--- config.mk ---
export PLATFORM = sky130hd
export DESIGN_NAME = sc_act_seq
export DESIGN_NICKNAME = d
export VERILOG_FILES = /design/src/rtl/sc_act_pkg.sv /design/src/rtl/sc_tick_cnt.sv /design/src/rtl/sc_fall_det.sv /design/src/rtl/sc_act_fsm.sv /design/src/rtl/sc_act_seq.sv
export SDC_FILE = /design/constraint.sdc
export NUM_CORES = 1
export LEC_CHECK = 0
export BUFFER_PORTS_ARGS = -buffer_cell sky130_fd_sc_hd__buf_2
export CAP_MARGIN = 20
export CORE_AREA = 3 3 74 76
export CTS_BUF_LIST = sky130_fd_sc_hd__clkbuf_2
export DETAILED_ROUTE_END_ITERATION = 10
export DIE_AREA = 0 0 77 79
export HOLD_SLACK_MARGIN = 0.05
export PLACE_DENSITY_LB_ADDON = 0.1
export SETUP_SLACK_MARGIN = 0.5
export SLEW_MARGIN = 20
export SYNTH_ARGS = -nofsm -noshare
export SYNTH_HDL_FRONTEND = slang
export SYNTH_SLANG_ARGS = --single-unit
--- constraint.sdc ---
create_clock -name clk -period 2.6 [get_ports clk]
set_input_delay 0.39 -clock clk [delete_from_list [all_inputs] [get_ports clk]]
set_output_delay 0.39 -clock clk [all_outputs]
set_load 0.1 [all_outputs]
--- src/rtl/sc_act_pkg.sv ---
package sc_act_pkg;
  typedef enum logic [2:0] {
    ST_IDLE, ST_PWR, ST_RDLY, ST_ATR, ST_ON, ST_DOWN
  } sc_state_e;
endpackage

--- src/rtl/sc_tick_cnt.sv ---
module sc_tick_cnt #(
  parameter int W = 16
) (
  input  logic         clk,
  input  logic         rst,
  input  logic         clr_i,
  input  logic         tick_i,
  output logic [W-1:0] cnt_o
);
  always_ff @(posedge clk) begin
    if (rst || clr_i) cnt_o <= '0;
    else if (tick_i)  cnt_o <= cnt_o + 1'b1;
  end
endmodule

--- src/rtl/sc_fall_det.sv ---
module sc_fall_det (
  input  logic clk,
  input  logic rst,
  input  logic din_i,
  output logic fall_o
);
  logic prev;
  always_ff @(posedge clk) begin
    if (rst) prev <= 1'b0;
    else     prev <= din_i;
  end
  assign fall_o = prev & ~din_i;
endmodule

--- src/rtl/sc_act_fsm.sv ---
module sc_act_fsm
  import sc_act_pkg::*;
#(
  parameter int CW      = 16,
  parameter int STEP    = 4,
  parameter int RETRIES = 1
) (
  input  logic          clk,
  input  logic          rst,
  input  logic          req_i,
  input  logic          auto_mode_i,
  input  logic          rst_bit_i,
  input  logic [CW-1:0] rst_delay_i,
  input  logic          present_i,
  input  logic          supply_ok_i,
  input  logic          fault_i,
  input  logic          tick_i,
  input  logic          io_fall_i,
  input  logic [CW-1:0] cnt_i,
  output logic          cnt_clr_o,
  output logic          vcc_en_o,
  output logic          clk_run_o,
  output logic          io_en_o,
  output logic          crst_o,
  output logic [CW-1:0] capture_o,
  output logic          active_o,
  output logic          atr_err_o,
  output logic          deact_o
);
  localparam logic [CW-1:0] CNT_MAX = {CW{1'b1}};
  localparam int SW = $clog2(STEP + 1);
  localparam int RW = $clog2(RETRIES + 2);

  sc_state_e     state, state_d;
  logic [SW-1:0] step;
  logic [1:0]    stage;
  logic [RW-1:0] retry;
  logic start, abort, dly_done, ovf, retry_ok, to_fail, step_last;

  always_comb begin
    state_d   = state;
    cnt_clr_o = 1'b1;
    to_fail   = 1'b0;
    start     = (state == ST_IDLE) && req_i && present_i && !fault_i && !rst_bit_i;
    abort     = (state inside {ST_PWR, ST_RDLY, ST_ATR, ST_ON}) &&
                (!present_i || fault_i || !req_i);
    dly_done  = (cnt_i >= rst_delay_i) && (auto_mode_i || rst_bit_i);
    ovf       = tick_i && (cnt_i == CNT_MAX);
    retry_ok  = auto_mode_i && (retry != '0);
    step_last = (step == SW'(STEP - 1));
    case (state)
      ST_IDLE: if (start) state_d = ST_PWR;
      ST_PWR:  if (supply_ok_i) state_d = ST_RDLY;
      ST_RDLY: begin
        if (dly_done) state_d = ST_ATR;
        else          cnt_clr_o = 1'b0;
      end
      ST_ATR: begin
        cnt_clr_o = 1'b0;
        if (io_fall_i) state_d = ST_ON;
        else if (ovf) begin
          cnt_clr_o = 1'b1;
          if (retry_ok) state_d = ST_RDLY;
          else begin
            state_d = ST_DOWN;
            to_fail = 1'b1;
          end
        end
      end
      ST_DOWN: if (step_last && stage == 2'd2) state_d = ST_IDLE;
      default: ;
    endcase
    if (abort) begin
      state_d = ST_DOWN;
      to_fail = 1'b0;
    end
  end

  always_ff @(posedge clk) begin
    if (rst) begin
      state     <= ST_IDLE;
      step      <= '0;
      stage     <= '0;
      retry     <= '0;
      vcc_en_o  <= 1'b0;
      clk_run_o <= 1'b0;
      io_en_o   <= 1'b0;
      crst_o    <= 1'b0;
      capture_o <= '0;
      active_o  <= 1'b0;
      atr_err_o <= 1'b0;
      deact_o   <= 1'b0;
    end else begin
      state    <= state_d;
      active_o <= (state_d == ST_ON);
      deact_o  <= (state_d == ST_DOWN);
      if (state == ST_DOWN) begin
        if (step_last) begin
          step  <= '0;
          stage <= stage + 2'd1;
        end else begin
          step <= step + 1'b1;
        end
      end else begin
        step  <= '0;
        stage <= '0;
      end
      if (start) begin
        vcc_en_o  <= 1'b1;
        atr_err_o <= 1'b0;
        retry     <= RW'(RETRIES);
      end
      if (state == ST_PWR && state_d == ST_RDLY) begin
        clk_run_o <= 1'b1;
        io_en_o   <= 1'b1;
      end
      if (state != ST_ATR && state_d == ST_ATR) crst_o <= 1'b1;
      if (state == ST_ATR && state_d == ST_RDLY) begin
        crst_o <= 1'b0;
        retry  <= retry - 1'b1;
      end
      if (state == ST_ATR && state_d == ST_ON) capture_o <= cnt_i;
      if (to_fail) atr_err_o <= 1'b1;
      if (state != ST_DOWN && state_d == ST_DOWN) crst_o <= 1'b0;
      if (state == ST_DOWN && step_last) begin
        case (stage)
          2'd0:    clk_run_o <= 1'b0;
          2'd1:    io_en_o   <= 1'b0;
          default: vcc_en_o  <= 1'b0;
        endcase
      end
    end
  end
endmodule

--- src/rtl/sc_act_seq.sv ---
module sc_act_seq #(
  parameter int CW      = 16,
  parameter int STEP    = 4,
  parameter int RETRIES = 1
) (
  input  logic          clk,
  input  logic          rst,
  input  logic          sw_req_i,
  input  logic          hw_req_i,
  input  logic          auto_rst_i,
  input  logic          rst_bit_i,
  input  logic [CW-1:0] rst_delay_i,
  input  logic          card_present_i,
  input  logic          supply_ok_i,
  input  logic          fault_i,
  input  logic          cio_i,
  input  logic          cclk_tick_i,
  output logic          vcc_en_o,
  output logic          clk_run_o,
  output logic          io_en_o,
  output logic          crst_o,
  output logic [CW-1:0] capture_o,
  output logic          active_o,
  output logic          atr_err_o,
  output logic          deact_o
);
  logic          req, io_fall, cnt_clr;
  logic [CW-1:0] cnt;

  assign req = sw_req_i | hw_req_i;

  sc_tick_cnt #(.W(CW)) u_cnt (
    .clk(clk), .rst(rst), .clr_i(cnt_clr), .tick_i(cclk_tick_i), .cnt_o(cnt)
  );

  sc_fall_det u_fall (
    .clk(clk), .rst(rst), .din_i(cio_i), .fall_o(io_fall)
  );

  sc_act_fsm #(.CW(CW), .STEP(STEP), .RETRIES(RETRIES)) u_fsm (
    .clk(clk), .rst(rst), .req_i(req), .auto_mode_i(auto_rst_i),
    .rst_bit_i(rst_bit_i), .rst_delay_i(rst_delay_i),
    .present_i(card_present_i), .supply_ok_i(supply_ok_i), .fault_i(fault_i),
    .tick_i(cclk_tick_i), .io_fall_i(io_fall), .cnt_i(cnt), .cnt_clr_o(cnt_clr),
    .vcc_en_o(vcc_en_o), .clk_run_o(clk_run_o), .io_en_o(io_en_o),
    .crst_o(crst_o), .capture_o(capture_o), .active_o(active_o),
    .atr_err_o(atr_err_o), .deact_o(deact_o)
  );
endmodule

==> flow_summary.ini <==
[synth]
synth_area_leaders = dfxtp_1 (36%), ha_1 (10%), mux2i_1 (6.5%)
synth_top_area_cell = dfxtp_1
yosys_warnings = 0
ys_ff_latch = 50
syn_inst = 326
avgSynthCellArea_sq_um = 8.54
synth_ff_type = dfxtp_1
synthArstFlopShare = 0
syn_area_sq_um = 2790
synth_edf_count = 0
synth_nets = 376
synth_cell_types = 54
synth_seq_area_share = 0.359
synth.top_cell.area_share = 0.359

[clock_network]
cts_tree = done
cts_sinks = 50
cts_max_path_buffers = 2
cts_inserted_buffers = 5
clock_latency_ns = 0.44
hold_buffers = 0
root_buffer = clkbuf_2
h-tree-depth = 2
clkTransAtPathRegs_ns = 0.25

[detailed_routing]
drc_errors = 0
vias_per_cell = 5.36
wirelength_microns = 6470
ant_nets = 0
drt_first_pass_iters = 4
vias = 2476
post_drt_wl_per_cell_microns = 14.0
drtIter0Drc = 70

[min_path]
worstHoldPathType = in2reg
min_from = cio_i
min_path_cells = 2

[run_status]
status = finished clean

[global_routing]
groute.usage.overall = 0.209
grt_pass1_wl_microns = 10300
grt_start_max_net_pins = 33
grt_antenna_before_repair = 0
grt_overflow = 0
grt_pass1_vias = 2271

[sta]
setup_viol = 0
hold_viol_final = 0
fin_skew_ns = 0.0131
rsz0062_at_grt = true
finalSetupTns_ns = 0
fmax_mhz = 455
fin_crit_ns = 2.20
finalMaxSlewViolations = 0
worst_pin_slew_ns = 0.593
holdWs_ns = 0.158
fin_crit_sh = 0.845
relSlewSlack = 0.601

[setup_path]
arrival_ns = 2.57
worstSetupPathType = reg2reg
cpPeakStageDelay_ns = 0.43
critPathMaxFanout = 8
path_depth = 8
required_ns = 2.97
crit_slowest_cell = dfxtp_4
path_cells = ha_1 -> o211ai_1 -> a2111o_1 -> o31ai_4 -> buf_4 -> a2111o_1 -> buf_8 -> nor2_1
crit_start = u_cnt.cnt_o[7]
cp-start-kind = flop
crit_family = compound AO/OA/AOI/OAI gates
crit_top_cell = a2111o_1
r2r-start = u_cnt.cnt_o[7]
crit_buf_inv = 2
cp-end-kind = flop
ff2ff_path_depth = 8

[placed_design]
dp_hpwl_microns = 4430
io_buffer_count = 49
routabilityCongestion = 0.935

[final_layout]
multi_input_area_sq_um = 1860
nets = 444
area_delta_synth_final_pct = 30.3
drive_gt1_frac = 0.370
num_antenna_cells = 0
nFillCells = 344
seqCellArea_sq_um = 1050

[die]
core_area_sq_um = 4790
initial_core_util = 0.582
die_w_microns = 77
fp.dieH_microns = 79
fp-row-count = 25
io_pins = 50
die_area_sq_um = 6080

[flow_run]
drv_cap = 0

[pwr]
p_total_mw = 1.28
power_density_nw_per_um2 = 354
leakagePower_nw = 1.45
ir_drop_v = 0.000284
## Yosys cell counts, drive strengths merged (2+ instances only)
cell type	n
dfxtp	50
inv	27
and2b	2
o21a	3
a21oi	13
nand3	6
nand2b	5
a21o	2
and3	3
xnor2	7
mux2i	18
and4	5
a2111o	2
nor3	9
o211ai	3
nor2	34
or3	3
o21ai	2
buf	6
ha	23
a211oi	4
or2	3
nor4	7
nand2	45
nand4	5
xor2	9
nor3b	2
clkbuf	6
nor2b	4
## placed cells by master, fill, tap and decap left out, types with 8 or more instances in the layout
cell | netlist | final
buf_4 | 1 | 17
dfxtp_4 | 0 | 10
nand2_1 | 45 | 44
inv_1 | 27 | 26
buf_2 | 3 | 49
dfxtp_2 | 0 | 8
mux2i_1 | 18 | 17
dfxtp_1 | 50 | 32
ha_1 | 23 | 17
xor2_1 | 9 | 9
nor2_1 | 34 | 24
a21oi_1 | 12 | 9
## final timing paths
path / slack (ns) / to
max: 0.40 / u_cnt.cnt_o[2]
min: 0.16 / u_fall.prev
max reg2reg: 0.40 / u_cnt.cnt_o[2]
min reg2reg: 0.43 / u_fsm.step[0]
## sequential cells by signal (all words and copies together), names as in the netlist
| signal | flops |
|---|---|
| u_fsm.vcc_en_o | 1 |
| u_fsm.step | 3 |
| u_fsm.capture_o | 16 |
| u_fsm.retry | 2 |
| u_fsm.atr_err_o | 1 |
| u_fsm.active_o | 1 |
| u_fsm.stage | 2 |
| u_fsm.io_en_o | 1 |
| u_fsm.state | 3 |
| u_fsm.crst_o | 1 |
| u_fall.prev | 1 |
| u_cnt.cnt_o | 16 |
| u_fsm.deact_o | 1 |
| u_fsm.clk_run_o | 1 |
## what timing repair did
action / 4_1_cts / 5_1_grt
pin swaps: 4 / 23
setup buffers: 6 / 7
gates cloned: 1 / 1
gates resized for setup: 27 / 51
endpoints found under the setup margin: 36 / 36
## final cells by class
class,count,area share
clock buffer,5,0.00689
clock inverter,3,0.00448
inverter,27,0.0279
multi-input combinational,237,0.512
sequential,50,0.289
tap,67,0.0231
timing repair buffer,73,0.137
## where the power goes
part | leakage [nW] | switching (mW) | internal, mW
sequential | 0.415 | 0.00478 | 0.768
clock | 0.0280 | 0.255 | 0.0624
combinational | 1.01 | 0.118 | 0.0757
total | 1.45 | 0.378 | 0.906
## per-layer routing
layer / global-route usage / vias up / wire [microns]
li1: - / 1268 / -
met4: 0.0979 / 0 / 204
met2: 0.370 / 63 / 3240
met1: 0.244 / 1130 / 2730
met3: 0.0420 / 15 / 294
met5: 0 / - / 0
## cells by family (layout without fill, tap and decap cells)
kind of cell,count (synthesis),in the layout,synth area share
flip-flops,50,50,0.359
AND/OR/NAND/NOR,138,138,0.249
buffers and inverters,39,108,0.0611
AO/OA/AOI/OAI,41,41,0.108
adder cells (fa/ha/maj),23,23,0.103
XOR/XNOR,16,16,0.0503
multiplexers,19,19,0.0687
## worst register-to-register path: cells and delay by family (launching register included)
kind	cells	cell delay (ns)
adder cells (fa/ha/maj)	1	0.32
AO/OA/AOI/OAI	4	0.98
flip-flops	1	0.43
AND/OR/NAND/NOR	1	0.05
buffers and inverters	2	0.34
## stage by stage
step,instance area (sq um),instances,util,setup WS [ns]
global route,3630,462,0.758,0.312
detailed placement,3150,439,0.658,0.230
CTS,3360,454,0.701,0.452
floorplan,2820,326,-,0.343
finish,3630,462,0.758,0.403
global placement,3150,439,0.658,0.309
No activity file was read; power rests on OpenSTA's default activity.
